`config.mk`:
```
export PLATFORM = sky130hd
export DESIGN_NAME = dtimer_top
export DESIGN_NICKNAME = d
export VERILOG_FILES = /design/src/rtl/dtimer_pkg.sv /design/src/rtl/dtimer_count.sv /design/src/rtl/dtimer_irq.sv /design/src/rtl/dtimer_regif.sv /design/src/rtl/dtimer_top.sv
export SDC_FILE = /design/constraint.sdc
export NUM_CORES = 1
export LEC_CHECK = 0
export BUFFER_PORTS_ARGS = -buffer_cell sky130_fd_sc_hd__clkbuf_2
export CORE_MARGIN = 10
export CORE_UTILIZATION = 45
export CTS_CLUSTER_DIAMETER = 40
export DETAILED_ROUTE_END_ITERATION = 7
export GPL_TIMING_DRIVEN = 1
export PLACE_DENSITY_LB_ADDON = 0.08
export SYNTH_ARGS = -nofsm -noshare
export SYNTH_HDL_FRONTEND = slang
export SYNTH_SLANG_ARGS = --single-unit
```
`constraint.sdc`:
```
create_clock -name clk -period 2.8 [get_ports clk]
set_input_delay 0.28 -clock clk [delete_from_list [all_inputs] [get_ports clk]]
set_output_delay 0.28 -clock clk [all_outputs]
set_load 0.02 [all_outputs]
```
`src/rtl/dtimer_pkg.sv`:
```
package dtimer_pkg;
  localparam int unsigned ADDR_W    = 3;
  localparam int unsigned START_BIT = 5;
  localparam int unsigned STOP_BIT  = 4;
  localparam int unsigned TC_BIT    = 7;

  localparam logic [ADDR_W-1:0] A_CTRL   = 3'd0;
  localparam logic [ADDR_W-1:0] A_CNT_LO = 3'd1;
  localparam logic [ADDR_W-1:0] A_CNT_HI = 3'd2;
  localparam logic [ADDR_W-1:0] A_MASK   = 3'd3;
  localparam logic [ADDR_W-1:0] A_STAT   = 3'd4;

  typedef struct packed {
    logic ctrl;
    logic lo;
    logic hi;
    logic mask;
    logic stat;
  } wr_strobe_t;
endpackage

```
`src/rtl/dtimer_count.sv`:
```
module dtimer_count #(
  parameter int unsigned HALF_W = 16
) (
  input  logic                  clk,
  input  logic                  rst,
  input  logic                  tick_i,
  input  logic                  start_i,
  input  logic                  stop_i,
  input  logic                  wr_lo_i,
  input  logic                  wr_hi_i,
  input  logic [HALF_W-1:0]     wdata_i,
  output logic [2*HALF_W-1:0]   cnt_o,
  output logic                  run_o,
  output logic                  uflow_o
);
  localparam int unsigned CNT_W = 2 * HALF_W;

  logic [CNT_W-1:0] cnt_q;
  logic             run_q;
  logic             wr_any;
  logic             at_zero;

  assign wr_any  = wr_lo_i | wr_hi_i;
  assign at_zero = (cnt_q == '0);
  assign uflow_o = run_q & tick_i & at_zero & ~wr_any;
  assign cnt_o   = cnt_q;
  assign run_o   = run_q;

  always_ff @(posedge clk) begin
    if (rst) begin
      run_q <= 1'b0;
    end else if (start_i) begin
      run_q <= 1'b1;
    end else if (stop_i) begin
      run_q <= 1'b0;
    end
  end

  always_ff @(posedge clk) begin
    if (rst) begin
      cnt_q <= '0;
    end else if (wr_any) begin
      if (wr_lo_i) cnt_q[HALF_W-1:0]     <= wdata_i;
      if (wr_hi_i) cnt_q[CNT_W-1:HALF_W] <= wdata_i;
    end else if (run_q && tick_i) begin
      cnt_q <= at_zero ? {CNT_W{1'b1}} : cnt_q - CNT_W'(1);
    end
  end

  // frozen without run or write
  p_hold_stopped_r3: assert property (@(posedge clk) disable iff (rst)
    (!run_q && !wr_any) |=> $stable(cnt_q));
  // one step down per tick
  p_step_down_r2: assert property (@(posedge clk) disable iff (rst)
    (run_q && tick_i && !at_zero && !wr_any) |=> (cnt_q == $past(cnt_q) - CNT_W'(1)));
  // reload to all ones
  p_reload_r4: assert property (@(posedge clk) disable iff (rst)
    (run_q && tick_i && at_zero && !wr_any) |=> (cnt_q == {CNT_W{1'b1}}));
  // start dominates stop
  p_start_wins_r3: assert property (@(posedge clk) disable iff (rst)
    start_i |=> run_q);
endmodule

```
`src/rtl/dtimer_irq.sv`:
```
module dtimer_irq #(
  parameter int unsigned STAT_W = 16,
  parameter int unsigned MASK_W = 15
) (
  input  logic              clk,
  input  logic              rst,
  input  logic              wr_mask_i,
  input  logic              wr_stat_i,
  input  logic [STAT_W-1:0] wdata_i,
  input  logic [STAT_W-1:0] set_i,
  output logic [STAT_W-1:0] mask_o,
  output logic [STAT_W-1:0] stat_o,
  output logic              irq_o
);
  logic [MASK_W-1:0] mask_q, mask_d;
  logic [STAT_W-1:0] stat_q, stat_d, clr;
  logic [STAT_W-1:0] mask_ext_d, mask_ext_q;
  logic              irq_q;

  generate
    if (STAT_W > MASK_W) begin : g_pad
      assign mask_ext_d = {{(STAT_W-MASK_W){1'b0}}, mask_d};
      assign mask_ext_q = {{(STAT_W-MASK_W){1'b0}}, mask_q};
    end else begin : g_full
      assign mask_ext_d = mask_d[STAT_W-1:0];
      assign mask_ext_q = mask_q[STAT_W-1:0];
    end
  endgenerate

  always_comb begin
    mask_d = wr_mask_i ? wdata_i[MASK_W-1:0] : mask_q;
    clr    = wr_stat_i ? (wdata_i & stat_q) : '0;
    stat_d = (stat_q & ~clr) | set_i;
  end

  always_ff @(posedge clk) begin
    if (rst) begin
      mask_q <= '0;
      stat_q <= '0;
      irq_q  <= 1'b0;
    end else begin
      mask_q <= mask_d;
      stat_q <= stat_d;
      irq_q  <= |(mask_ext_d & stat_d);
    end
  end

  assign mask_o = mask_ext_q;
  assign stat_o = stat_q;
  assign irq_o  = irq_q;

  // a pulse always lands
  p_set_wins_r8: assert property (@(posedge clk) disable iff (rst)
    (|set_i) |=> ((stat_q & $past(set_i)) == $past(set_i)));
  // write-one-to-clear without pulses
  p_w1c_r7: assert property (@(posedge clk) disable iff (rst)
    (wr_stat_i && set_i == '0) |=> (stat_q == ($past(stat_q) & ~$past(wdata_i))));
  // line tracks masked status
  p_irq_track_r9: assert property (@(posedge clk) disable iff (rst)
    1'b1 |=> (irq_q == |(mask_ext_q & stat_q)));
endmodule

```
`src/rtl/dtimer_regif.sv`:
```
module dtimer_regif
  import dtimer_pkg::*;
#(
  parameter int unsigned DATA_W = 16
) (
  input  logic                clk,
  input  logic                rst,
  input  logic                wr_en_i,
  input  logic                rd_en_i,
  input  logic [ADDR_W-1:0]   addr_i,
  input  logic [2*DATA_W-1:0] cnt_i,
  input  logic                run_i,
  input  logic [DATA_W-1:0]   mask_i,
  input  logic [DATA_W-1:0]   stat_i,
  output wr_strobe_t          wr_o,
  output logic [DATA_W-1:0]   rdata_o
);
  logic [DATA_W-1:0] shadow_q;
  logic [DATA_W-1:0] rdata_q;
  logic [DATA_W-1:0] rd_mux;
  logic [DATA_W-1:0] ctrl_val;

  always_comb begin
    wr_o      = '0;
    if (wr_en_i) begin
      case (addr_i)
        A_CTRL:   wr_o.ctrl = 1'b1;
        A_CNT_LO: wr_o.lo   = 1'b1;
        A_CNT_HI: wr_o.hi   = 1'b1;
        A_MASK:   wr_o.mask = 1'b1;
        A_STAT:   wr_o.stat = 1'b1;
        default:  wr_o      = '0;
      endcase
    end
  end

  always_comb begin
    ctrl_val            = '0;
    ctrl_val[START_BIT] = run_i;
    ctrl_val[STOP_BIT]  = ~run_i;
    case (addr_i)
      A_CTRL:   rd_mux = ctrl_val;
      A_CNT_LO: rd_mux = cnt_i[DATA_W-1:0];
      A_CNT_HI: rd_mux = shadow_q;
      A_MASK:   rd_mux = mask_i;
      A_STAT:   rd_mux = stat_i;
      default:  rd_mux = '0;
    endcase
  end

  always_ff @(posedge clk) begin
    if (rst) begin
      rdata_q  <= '0;
      shadow_q <= '0;
    end else if (rd_en_i) begin
      rdata_q <= rd_mux;
      if (addr_i == A_CNT_LO) shadow_q <= cnt_i[2*DATA_W-1:DATA_W];
    end
  end

  assign rdata_o = rdata_q;

  // low read captures high half
  p_capture_r10: assert property (@(posedge clk) disable iff (rst)
    (rd_en_i && addr_i == A_CNT_LO) |=> (shadow_q == $past(cnt_i[2*DATA_W-1:DATA_W])));
  // high read returns the capture
  p_read_hi_r10: assert property (@(posedge clk) disable iff (rst)
    (rd_en_i && addr_i == A_CNT_HI) |=> (rdata_q == $past(shadow_q)));
  // holes read zero
  p_hole_zero_r12: assert property (@(posedge clk) disable iff (rst)
    (rd_en_i && addr_i > A_STAT) |=> (rdata_q == '0));
endmodule

```
`src/rtl/dtimer_top.sv`:
```
module dtimer_top
  import dtimer_pkg::*;
#(
  parameter int unsigned HALF_W = 16,
  parameter int unsigned MASK_W = 15
) (
  input  logic              clk,
  input  logic              rst,
  input  logic              tick_i,
  input  logic [HALF_W-1:0] evt_i,
  input  logic              wr_en_i,
  input  logic              rd_en_i,
  input  logic [ADDR_W-1:0] addr_i,
  input  logic [HALF_W-1:0] wdata_i,
  output logic [HALF_W-1:0] rdata_o,
  output logic              irq_o
);
  localparam int unsigned CNT_W = 2 * HALF_W;

  wr_strobe_t        wr;
  logic [CNT_W-1:0]  cnt;
  logic              run;
  logic              uflow;
  logic [HALF_W-1:0] set_vec;
  logic [HALF_W-1:0] mask;
  logic [HALF_W-1:0] stat;

  always_comb begin
    set_vec         = evt_i;
    set_vec[TC_BIT] = evt_i[TC_BIT] | uflow;
  end

  dtimer_regif #(.DATA_W(HALF_W)) u_regif (
    .clk     (clk),
    .rst     (rst),
    .wr_en_i (wr_en_i),
    .rd_en_i (rd_en_i),
    .addr_i  (addr_i),
    .cnt_i   (cnt),
    .run_i   (run),
    .mask_i  (mask),
    .stat_i  (stat),
    .wr_o    (wr),
    .rdata_o (rdata_o)
  );

  dtimer_count #(.HALF_W(HALF_W)) u_count (
    .clk     (clk),
    .rst     (rst),
    .tick_i  (tick_i),
    .start_i (wr.ctrl & wdata_i[START_BIT]),
    .stop_i  (wr.ctrl & wdata_i[STOP_BIT]),
    .wr_lo_i (wr.lo),
    .wr_hi_i (wr.hi),
    .wdata_i (wdata_i),
    .cnt_o   (cnt),
    .run_o   (run),
    .uflow_o (uflow)
  );

  dtimer_irq #(.STAT_W(HALF_W), .MASK_W(MASK_W)) u_irq (
    .clk       (clk),
    .rst       (rst),
    .wr_mask_i (wr.mask),
    .wr_stat_i (wr.stat),
    .wdata_i   (wdata_i),
    .set_i     (set_vec),
    .mask_o    (mask),
    .stat_o    (stat),
    .irq_o     (irq_o)
  );

  // underflow raises timer-complete
  p_uflow_flag_r4: assert property (@(posedge clk) disable iff (rst)
    uflow |=> stat[TC_BIT]);
  // top status bit never interrupts alone
  p_top_bit_quiet_r11: assert property (@(posedge clk) disable iff (rst)
    (stat == {1'b1, {(HALF_W-1){1'b0}}}) |-> !irq_o);
endmodule

```
==> metrics.cfg, run 1 <==
[run_status]
status = complete, no violations

[logic_synthesis]
syn_area_mm2 = 0.00494
ys_seq_area_share_pct = 39.3
ys_ff_latch = 97
ys_top_cells_by_area = dfxtp_1 39%, mux2i_1 5.9%, nor2_1 5.8%, a21oi_1 4.3%, nand2_1 3.9%
yosys.area.top_type_share_pct = 39.3
synth.most_common_cell = dfxtp_1
yosysTopAreaCell = dfxtp_1
synthCells = 606
syn_area_per_cell_um2 = 8.16
ys_warn_count = 0
async_reset_ff_share_pct = 0
yosys-top-cells-count = 97 x dfxtp_1, 77 x nor2_1, 51 x nand2_1
synth-edff-count = 0
synth.distinct_cells = 64
synth_flop_cell = dfxtp_1
synth_nets = 647

[floorplan]
core_mm2 = 0.0108
chipWidth_um = 125
pin_count = 57
die_y_um = 125
die_area_mm2 = 0.0156
initial_core_util_pct = 45.8
rows = 38

[finish]
drive_gt1_share_pct = 17.5
syn_to_final_growth_pct = 14.8
nets = 703
diodes = 0
final_util_pct = 52.6
nFillCells = 1059

[timing]
period_share_pct = 90.8
finClkSkew_ns = 0.00575
setup_tns_ns = 0
finalWorstPathRequiredPeriod_ns = 2.54
rsz0062_at_grt = no
fmax_mhz = 393
slew_headroom_pct = 24.3
worst_pin_slew_ns = 1.13
finalSetupViolCount = 0
slew_violations = 0
hold_viol = 0

[global_route]
grt_max_degree = 88
grt_usage_pct = 21.8
antenna_found_initial = 0
grt_pass1_wl_um = 27200
grt.overflow.total = 0
grt_pass1_vias = 4750

[setup_path]
cp_max_fo = 11
worst-setup-path-type = reg -> reg
crit_slowest_cell = or4_4
worstReg2RegStart = u_count.cnt_o[17]$_SDFFE_PP0P_
cp_data_required_time_ns = 3.09
path_buf_inv = 0
reg2reg_slack_ns = 0.26
cp-end-kind = flop
r2r_cells = 5
worstPathArrival_ns = 2.83
cp_top_family = simple AND/OR/NAND/NOR gates
max_stage_delay_ns = 0.58
crit_path_cell_trace = or4_4 > or3_4 > or4_1 > o32a_1 > o221a_1
crit_path_start_kind = flop
r2r_end = u_count.cnt_o[25]$_SDFFE_PP0P_

[power_and_ir_drop]
vdd_ir_drop_max_uv = 349
power.density_mw_per_mm2 = 599
leakage_nw = 2.26

[clock_tree]
cts.sinks = 97
root_buffer = clkbuf_8
path_clk_slew_ns = 0.10
clkLatencyLatePin_ns = 0.39
cts_made_buffers = 9
h-tree-depth = 3
clockBufferDepth = 2
cts_tree = done

[drt]
post_drt_wl_per_cell_um = 21.9
drc = 0
antenna_left = 0
vias = 5010
drtPass1Iterations = 6
wl_um = 17600
viasPerCell = 6.21
drt_iter0_drc = 537

[worst_hold_path]
hold_depth = 3
min_from = evt_i[15]
hold_end = u_irq.stat_o[15]$_SDFF_PP0_
hold_class = in -> reg

[run]
maxCapViolCount = 0

[placement]
hpwl_um = 12900
port_buffers = 56
place_congestion = 0.910

-- worst max-delay path by stage --
stage                                               from                              to  slack, ns  cells past startpoint
after floorplan           u_count.cnt_o[17]$_SDFFE_PP0P_  u_count.cnt_o[25]$_SDFFE_PP0P_       0.18                      8
after CTS                  u_count.cnt_o[0]$_SDFFE_PP0P_  u_count.cnt_o[11]$_SDFFE_PP0P_       0.05                      6
after detailed placement   u_count.cnt_o[0]$_SDFFE_PP0P_  u_count.cnt_o[11]$_SDFFE_PP0P_       0.09                      6
after global routing      u_count.cnt_o[17]$_SDFFE_PP0P_  u_count.cnt_o[27]$_SDFFE_PP0P_       0.13                      5
after global placement     u_count.cnt_o[0]$_SDFFE_PP0P_  u_count.cnt_o[11]$_SDFFE_PP0P_       0.17                      6
final                     u_count.cnt_o[17]$_SDFFE_PP0P_  u_count.cnt_o[25]$_SDFFE_PP0P_       0.26                      5
-- flip-flops by register name (all words and copies together) (netlist names) --
name and count:
u_count.run_o 1, u_count.cnt_o 32, u_irq.stat_o 16, u_irq.mask_q 15
u_irq.irq_o 1, u_regif.rdata_o 16, u_regif.shadow_q 16
-- routing by layer --
layer,GRT usage (%),wire length [µm],up-vias
met4,7.79,446,0
met1,27.7,7610,2416
li1,-,-,2376
met3,6.38,1350,27
met5,0,0,-
met2,34.1,8240,191
-- logic make-up (layout without fill, tap and decap cells) --
group,Yosys count,after routing,synth area share [%]
adder cells (fa/ha/maj),1,1,0.253
buffers and inverters,57,118,4.81
AO/OA/AOI/OAI,191,191,26.1
flip-flops,97,97,39.3
XOR/XNOR,1,1,0.177
multiplexers,31,31,6.56
AND/OR/NAND/NOR,228,228,22.9
-- repair_timing --
item,CTS,global route
setup endpoints to repair,0,9
gates resized for setup,0,1
hold buffers,0,0
setup buffers,0,3
-- power breakdown --
part | total [mW] | switching, mW | internal, mW
logic | 0.932 | 0.565 | 0.367
registers | 1.51 | 0.0658 | 1.45
clock network | 0.956 | 0.539 | 0.417
total | 3.40 | 1.17 | 2.23
-- metrics by stage --
| step | std cells | cell area (µm²) | power [mW] | setup slack [ns] | hold WS [ns] |
|---|---|---|---|---|---|
| finish | 807 | 5670 | 3.40 | 0.258 | 0.107 |
| global route | 807 | 5670 | 3.55 | 0.126 | 0.113 |
| CTS | 804 | 5650 | 3.37 | 0.0532 | 0.0985 |
| detailed placement | 788 | 5460 | 2.42 | 0.0882 | 0.448 |
| global placement | 788 | 5460 | 2.42 | 0.173 | 0.447 |
| floorplan | 606 | 4940 | 2.12 | 0.181 | 0.397 |
-- worst register-to-register path: stages (launching register included) --
cell,delay (ns)
dfxtp_1,0.40
or4_4,0.58
or3_4,0.42
or4_1,0.52
o32a_1,0.31
o221a_1,0.22
-- layout make-up --
type | count | area, µm² | share of cell area [%]
well taps | 140 | 175 | 3.09
clock buffers | 10 | 128 | 2.25
clock inverters | 6 | 67.6 | 1.19
repair buffers | 91 | 556 | 9.79
multi-input cells | 452 | 2770 | 48.7
inverters | 11 | 41.3 | 0.728
flip-flops and latches | 97 | 1940 | 34.2
-- layout by cell type, fill, tap and decap left out, types with 16 or more instances in the layout --
cell type  synthesis  final
clkbuf_2           0     56
buf_4              0     34
a21oi_1           42     42
dfxtp_1           97     97
nor3_1            19     19
nor2_1            77     77
o22ai_1           21     21
mux2i_1           29     29
o21ai_0           38     38
o221ai_1          18     18
nand2b_1          16     16
nor4_1            16     16
nand2_1           51     51
Note: power is estimated with default switching activity, not from simulation.
==> run 2: changes to the inputs <==
--- a/config.mk
+++ b/config.mk
@@ -11,5 +11,6 @@
 export CTS_CLUSTER_DIAMETER = 40
+export CTS_CLUSTER_SIZE = 14
 export DETAILED_ROUTE_END_ITERATION = 7
 export GPL_TIMING_DRIVEN = 1
-export PLACE_DENSITY_LB_ADDON = 0.08
+export PLACE_DENSITY = 0.66
 export SYNTH_ARGS = -nofsm -noshare
==> constraint.sdc (replaced) <==
create_clock -name clk -period 2.8 [get_ports clk]
set_input_delay 0.56 -clock clk [delete_from_list [all_inputs] [get_ports clk]]
set_output_delay 0.56 -clock clk [all_outputs]
set_load 0.02 [all_outputs]
==> run 2 against run 1 <==
Compared with the run above:
- sequential cell count did not move
- non-clock buffer count is 4 lower
- power fell by 0.79%
- first-iteration DRC count increased by 4.1%
- highest routed layer unchanged
- critical path type unchanged
- die area unchanged
- combinational power fell by 0.6%
- register-to-register slack about the same
- wire length rose by 0.29%
==> metrics.cfg, run 2 (synthesized netlist as in run 1, its figures left out) <==
[run_status]
status = complete, no violations

[timing]
fmax_mhz = 395  ; +0.42%
rsz0062_at_grt = no
slew_violations = 0  ; unchanged
hold_viol = 0  ; unchanged
period_share_pct = 90.4  ; -0.38 points
finalSetupViolCount = 0  ; unchanged
worst_pin_slew_ns = 1.28  ; +0.144 ns
finClkSkew_ns = 0.0196  ; +0.0138 ns
layout_setup_ws_ns = 0.269  ; +0.0106 ns
hold_ws_ns = 0.410  ; +0.303 ns
finalWorstPathRequiredPeriod_ns = 2.53  ; -0.0106 ns
slew_headroom_pct = 14.7  ; -9.6 points
setup_tns_ns = 0  ; unchanged

[clock_tree]
cts.sinks = 97  ; unchanged
root_buffer = clkbuf_8
cts_hold_buf = 0  ; unchanged
cts_made_buffers = 9  ; unchanged
cts_tree = done
h-tree-depth = 3  ; unchanged
clkLatencyLatePin_ns = 0.39  ; about the same
cts_setup_buffers = 0  ; unchanged
cts_resized = 0  ; unchanged
path_clk_slew_ns = 0.10  ; about the same
clockBufferDepth = 2  ; unchanged

[global_route]
antenna_found_initial = 0  ; unchanged
grt_max_degree = 50  ; -43%
grt_usage_pct = 21.7  ; -0.049 points
grt_pass1_wl_um = 27400  ; +0.58%
grt.overflow.total = 0  ; unchanged
grt_pass1_vias = 4805  ; +1.2%

[power_and_ir_drop]
comb_power_share_pct = 27.5  ; about the same
p_seq_share_pct = 45.0  ; +0.5 points
power.density_mw_per_mm2 = 599  ; about the same
p_sw_mw = 1.19  ; +1.7%
intPower_mw = 2.18  ; -2.1%
power_frac_clock_pct = 27.5  ; -0.6 points
p_total_mw = 3.37  ; -0.79%
vdd_ir_drop_max_uv = 310  ; -11%
leakage_nw = 2.24  ; -1.1%
swShare_pct = 35.3  ; +0.85 points

[setup_path]
worst-setup-path-type = reg -> reg
reg2reg_slack_ns = 0.27  ; about the same
r2r_cells = 5  ; unchanged
cp_max_fo = 11  ; unchanged
worstReg2RegStart = u_count.cnt_o[17]$_SDFFE_PP0P_
worstPathArrival_ns = 2.82  ; about the same
crit_path_start_kind = flop
r2r_end = u_count.cnt_o[25]$_SDFFE_PP0P_
cp_data_required_time_ns = 3.08  ; about the same
cp-end-kind = flop

[drt]
vias = 5101  ; +1.8%
antenna_left = 0  ; unchanged
viasPerCell = 6.35  ; +2.3%
drc = 0  ; unchanged
post_drt_wl_per_cell_um = 22.0  ; +0.79%
wl_um = 17700  ; +0.29%
drt_iter0_drc = 559  ; +4.1%
drtPass1Iterations = 6  ; unchanged

[finish]
nFillCells = 1046  ; -1.2%
drive_gt1_share_pct = 17.2  ; -0.35 points
syn_to_final_growth_pct = 13.9
final_common_cell = dfxtp_1
largest_reg_flops = 32  ; unchanged
diodes = 0  ; unchanged
most-common-layout-cells = 97 x dfxtp_1, 77 x nor2_1, 56 x clkbuf_2, 51 x nand2_1, 42 x a21oi_1
final_util_pct = 52.2  ; -0.38 points
nets = 699  ; -0.57%

[worst_hold_path]
hold_depth = 3  ; unchanged
hold_class = in -> reg
min_from = evt_i[15]
hold_end = u_irq.stat_o[15]$_SDFF_PP0_

[placement]
hpwl_um = 13200  ; +2.4%
dp_slack_ns = 0.247  ; +0.159 ns
port_buffers = 56  ; unchanged
place_congestion = 0.933  ; +2.5%

[floorplan]
pin_count = 57  ; unchanged
initial_core_util_pct = 45.8  ; unchanged
die_area_mm2 = 0.0156  ; unchanged
core_mm2 = 0.0108  ; unchanged
chipWidth_um = 125  ; unchanged
die_y_um = 125  ; unchanged
rows = 38  ; unchanged

[run]
maxCapViolCount = 0  ; unchanged

-- run 2: per-layer routing --
metal | track usage (%) | vias up | routed length (µm)
li1 | - | 2378 | -
met4 | 10.6 | 0 | 743
met2 | 33.7 | 237 | 8050
met1 | 27.8 | 2436 | 7350
met3 | 4.68 | 50 | 1560
met5 | 0 | - | 0
-- run 2: metrics by stage --
step | instances | instance area, µm²
detailed placement | 783 | 5410
CTS | 799 | 5600
global placement | 783 | 5410
global route | 803 | 5630
finish | 803 | 5630
floorplan | 606 | 4940
-- run 2: worst max-delay path by stage --
stage                                   startpoint                              end  slack, ns
finish              u_count.cnt_o[17]$_SDFFE_PP0P_   u_count.cnt_o[25]$_SDFFE_PP0P_       0.27
global route        u_count.cnt_o[17]$_SDFFE_PP0P_    u_count.cnt_o[9]$_SDFFE_PP0P_       0.14
CTS                  u_count.cnt_o[0]$_SDFFE_PP0P_    u_count.cnt_o[9]$_SDFFE_PP0P_       0.21
detailed placement                       addr_i[1]  u_regif.rdata_o[3]$_SDFFE_PP0P_       0.25
global placement     u_count.cnt_o[0]$_SDFFE_PP0P_   u_count.cnt_o[27]$_SDFFE_PP0P_       0.33
floorplan           u_count.cnt_o[17]$_SDFFE_PP0P_   u_count.cnt_o[25]$_SDFFE_PP0P_       0.18
-- run 2: cell type report --
cell class	count	area (µm²)	share of cell area, %
Clock buffer	10	138	2.44
Tap cell	140	175	3.11
Inverter	11	41.3	0.733
Clock inverter	6	60.1	1.07
Multi-Input combinational cell	452	2760	49.1
Timing Repair Buffer	87	513	9.11
Sequential cell	97	1940	34.5
-- run 2: worst max-delay path: stages (launching register included) --
cell and delay (ns):
dfxtp_1 0.40, or4_4 0.58, or3_4 0.42, or4_1 0.51
o32a_1 0.31, o221a_1 0.22
-- run 2: power by group through the flow --
stage                     Sequential, mW  Combinational [mW]  Clock [mW]
after floorplan                     1.54               0.585           0
after global placement              1.55               0.859           0
after detailed placement            1.55               0.866           0
after CTS                           1.51               0.871       0.937
after global routing                1.53                1.00        1.00
final                               1.52               0.926       0.929
==> run 3: changes to the inputs <==
- MAX_ROUTING_LAYER: unset -> met4
- SLEW_MARGIN: unset -> 10
==> run 3 against run 2 <==
Compared with the run above:
- clock skew down 0.0084 ns
- global-route usage grew 0.46 points
- clock power is 4.8% lower
- sequential cell count unchanged
- highest routed layer unchanged
- wire length decreased by 1.8%
- final cell count decreased by 0.62%
- sequential power hardly changed
==> metrics.cfg, run 3 (synthesized netlist as in run 1, its figures left out) <==
[run_status]
status = complete, no violations

[floorplan]
chipWidth_um = 125  ; unchanged
rows = 38  ; unchanged
pin_count = 57  ; unchanged
die_area_mm2 = 0.0156  ; unchanged
die_y_um = 125  ; unchanged
core_mm2 = 0.0108  ; unchanged
initial_core_util_pct = 45.8  ; unchanged

[drt]
viasPerCell = 6.39  ; +0.63%
drtPass1Iterations = 5  ; -1
drt_iter0_drc = 501  ; -10%
wl_um = 17400  ; -1.8%
post_drt_wl_per_cell_um = 21.8  ; -1.1%
drc = 0  ; unchanged
vias = 5101  ; unchanged
antenna_left = 0  ; unchanged

[finish]
most-common-layout-cells = 97 x dfxtp_1, 77 x nor2_1, 56 x clkbuf_2, 51 x nand2_1, 42 x a21oi_1
drive_gt1_share_pct = 16.4  ; -0.78 points
seqCellArea_mm2 = 0.00194  ; unchanged
diodes = 0  ; unchanged
multi_input_area_mm2 = 0.00276  ; unchanged
largest_reg_flops = 32  ; unchanged
nFillCells = 1040  ; -0.57%
stdcell_count = 798  ; -0.62%
syn_to_final_growth_pct = 13.1
final_common_cell = dfxtp_1
nets = 694  ; -0.72%

[run]
maxCapViolCount = 0  ; unchanged

[setup_path]
crit_slowest_cell = o31a_2
worst-setup-path-type = reg -> reg
worstReg2RegStart = u_count.cnt_o[0]$_SDFFE_PP0P_
r2r_cells = 8  ; +3
crit_path_start_kind = flop
reg2reg_slack_ns = 0.22  ; -0.05 ns
worstPathArrival_ns = 2.92  ; +0.10 ns
cp_max_fo = 8  ; -3
max_stage_delay_ns = 0.54  ; -0.04 ns
cp_data_required_time_ns = 3.13  ; +0.05 ns
crit_path_cell_trace = inv_1 > ha_1 > nor4b_1 > buf_4 > nand4_1 > o31a_2 > a2111oi_0 > a31o_1
cp-end-kind = flop
r2r_end = u_count.cnt_o[27]$_SDFFE_PP0P_

[timing]
setup_tns_ns = 0  ; unchanged
rsz0062_at_grt = no
hold_ws_ns = 0.394  ; -0.0152 ns
period_share_pct = 92.3  ; +1.9 points
finClkSkew_ns = 0.0112  ; -0.00843 ns
layout_setup_ws_ns = 0.216  ; -0.0529 ns
finalWorstPathRequiredPeriod_ns = 2.58  ; +0.0529 ns
hold_viol = 0  ; unchanged
fmax_mhz = 387  ; -2.0%
worst_pin_slew_ns = 0.976  ; -0.301 ns
slew_headroom_pct = 34.8  ; +20 points
slew_violations = 0  ; unchanged
finalSetupViolCount = 0  ; unchanged

[worst_hold_path]
hold_class = in -> reg
hold_depth = 3  ; unchanged
hold_end = u_irq.stat_o[15]$_SDFF_PP0_
min_from = evt_i[15]

[power_and_ir_drop]
p_sw_mw = 1.15  ; -3.7%
comb_power_share_pct = 26.8  ; -0.7 points
swShare_pct = 34.9  ; -0.42 points
power_frac_clock_pct = 26.9  ; -0.6 points
p_seq_share_pct = 46.3  ; +1.3 points
intPower_mw = 2.14  ; -1.9%
leakage_nw = 2.21  ; -0.99%
vdd_ir_drop_max_uv = 281  ; -9.3%
power.density_mw_per_mm2 = 588  ; -1.8%

[global_route]
grt_pass1_vias = 4735  ; -1.5%
antenna_found_initial = 0  ; unchanged
grt_pass1_wl_um = 27200  ; -0.78%
grt_usage_pct = 22.2  ; +0.46 points
grt.overflow.total = 0  ; unchanged
grt_max_degree = 43  ; -14%

[placement]
hpwl_um = 13200  ; -0.22%
place_congestion = 0.984  ; +5.5%
port_buffers = 56  ; unchanged
place_inst = 782  ; -0.13%
dp_slack_ns = 0.275  ; +0.0277 ns

[clock_tree]
cts_tree = done
h-tree-depth = 3  ; unchanged
root_buffer = clkbuf_8
path_clk_slew_ns = 0.10  ; about the same
clockBufferDepth = 2  ; unchanged
cts_hold_buf = 0  ; unchanged
clkLatencyLatePin_ns = 0.38  ; about the same
cts_made_buffers = 9  ; unchanged
cts_resized = 0  ; unchanged
cts.sinks = 97  ; unchanged
cts_setup_buffers = 0  ; unchanged

-- run 3: worst max-delay path: cells and delay by family (launching register included) --
kind | cells | cell delay [ns]
compound gates | 3 | 1.11
fa+ha+maj | 1 | 0.23
buf+inv | 2 | 0.27
flops | 1 | 0.35
simple gates | 2 | 0.57
-- run 3: cell type report --
class,count,area share [%]
clock inverters,5,0.694
flip-flops and latches,97,34.7
inverters,11,0.739
repair buffers,82,8.73
multi-input cells,452,49.4
clock buffers,11,2.53
well taps,140,3.13
-- run 3: power groups by stage --
stage               logic, mW  registers (mW)  clock network [mW]
floorplan               0.585            1.54                   0
global placement        0.854            1.55                   0
detailed placement      0.861            1.55                   0
CTS                     0.865            1.52               0.893
global route            0.959            1.53               0.945
finish                  0.882            1.52               0.884
-- run 3: routing by layer --
metal	vias to the layer above	global-route usage (%)	routed length (µm)
met2	212	34.7	8160
met4	0	8.40	470
met5	-	-	0
met1	2483	28.2	7610
li1	2376	-	-
met3	30	3.36	1150
-- run 3: worst max path at each step --
stage	endpoint	slack [ns]	startpoint
detailed placement	u_count.cnt_o[27]$_SDFFE_PP0P_	0.27	u_count.cnt_o[0]$_SDFFE_PP0P_
global placement	u_irq.irq_o$_SDFF_PP0_	0.31	addr_i[0]
finish	u_count.cnt_o[27]$_SDFFE_PP0P_	0.22	u_count.cnt_o[0]$_SDFFE_PP0P_
floorplan	u_count.cnt_o[25]$_SDFFE_PP0P_	0.18	u_count.cnt_o[17]$_SDFFE_PP0P_
CTS	u_count.cnt_o[27]$_SDFFE_PP0P_	0.25	u_count.cnt_o[0]$_SDFFE_PP0P_
global route	u_count.cnt_o[27]$_SDFFE_PP0P_	0.02	u_count.cnt_o[0]$_SDFFE_PP0P_
-- run 3: stage by stage --
step / area (µm²) / total power [mW] / util [%]
after floorplan: 4940 / 2.12 / -
after global placement: 5410 / 2.40 / 50.1
after detailed placement: 5410 / 2.41 / 50.1
after CTS: 5590 / 3.28 / 51.8
after global routing: 5590 / 3.43 / 51.8
final: 5590 / 3.29 / 51.8
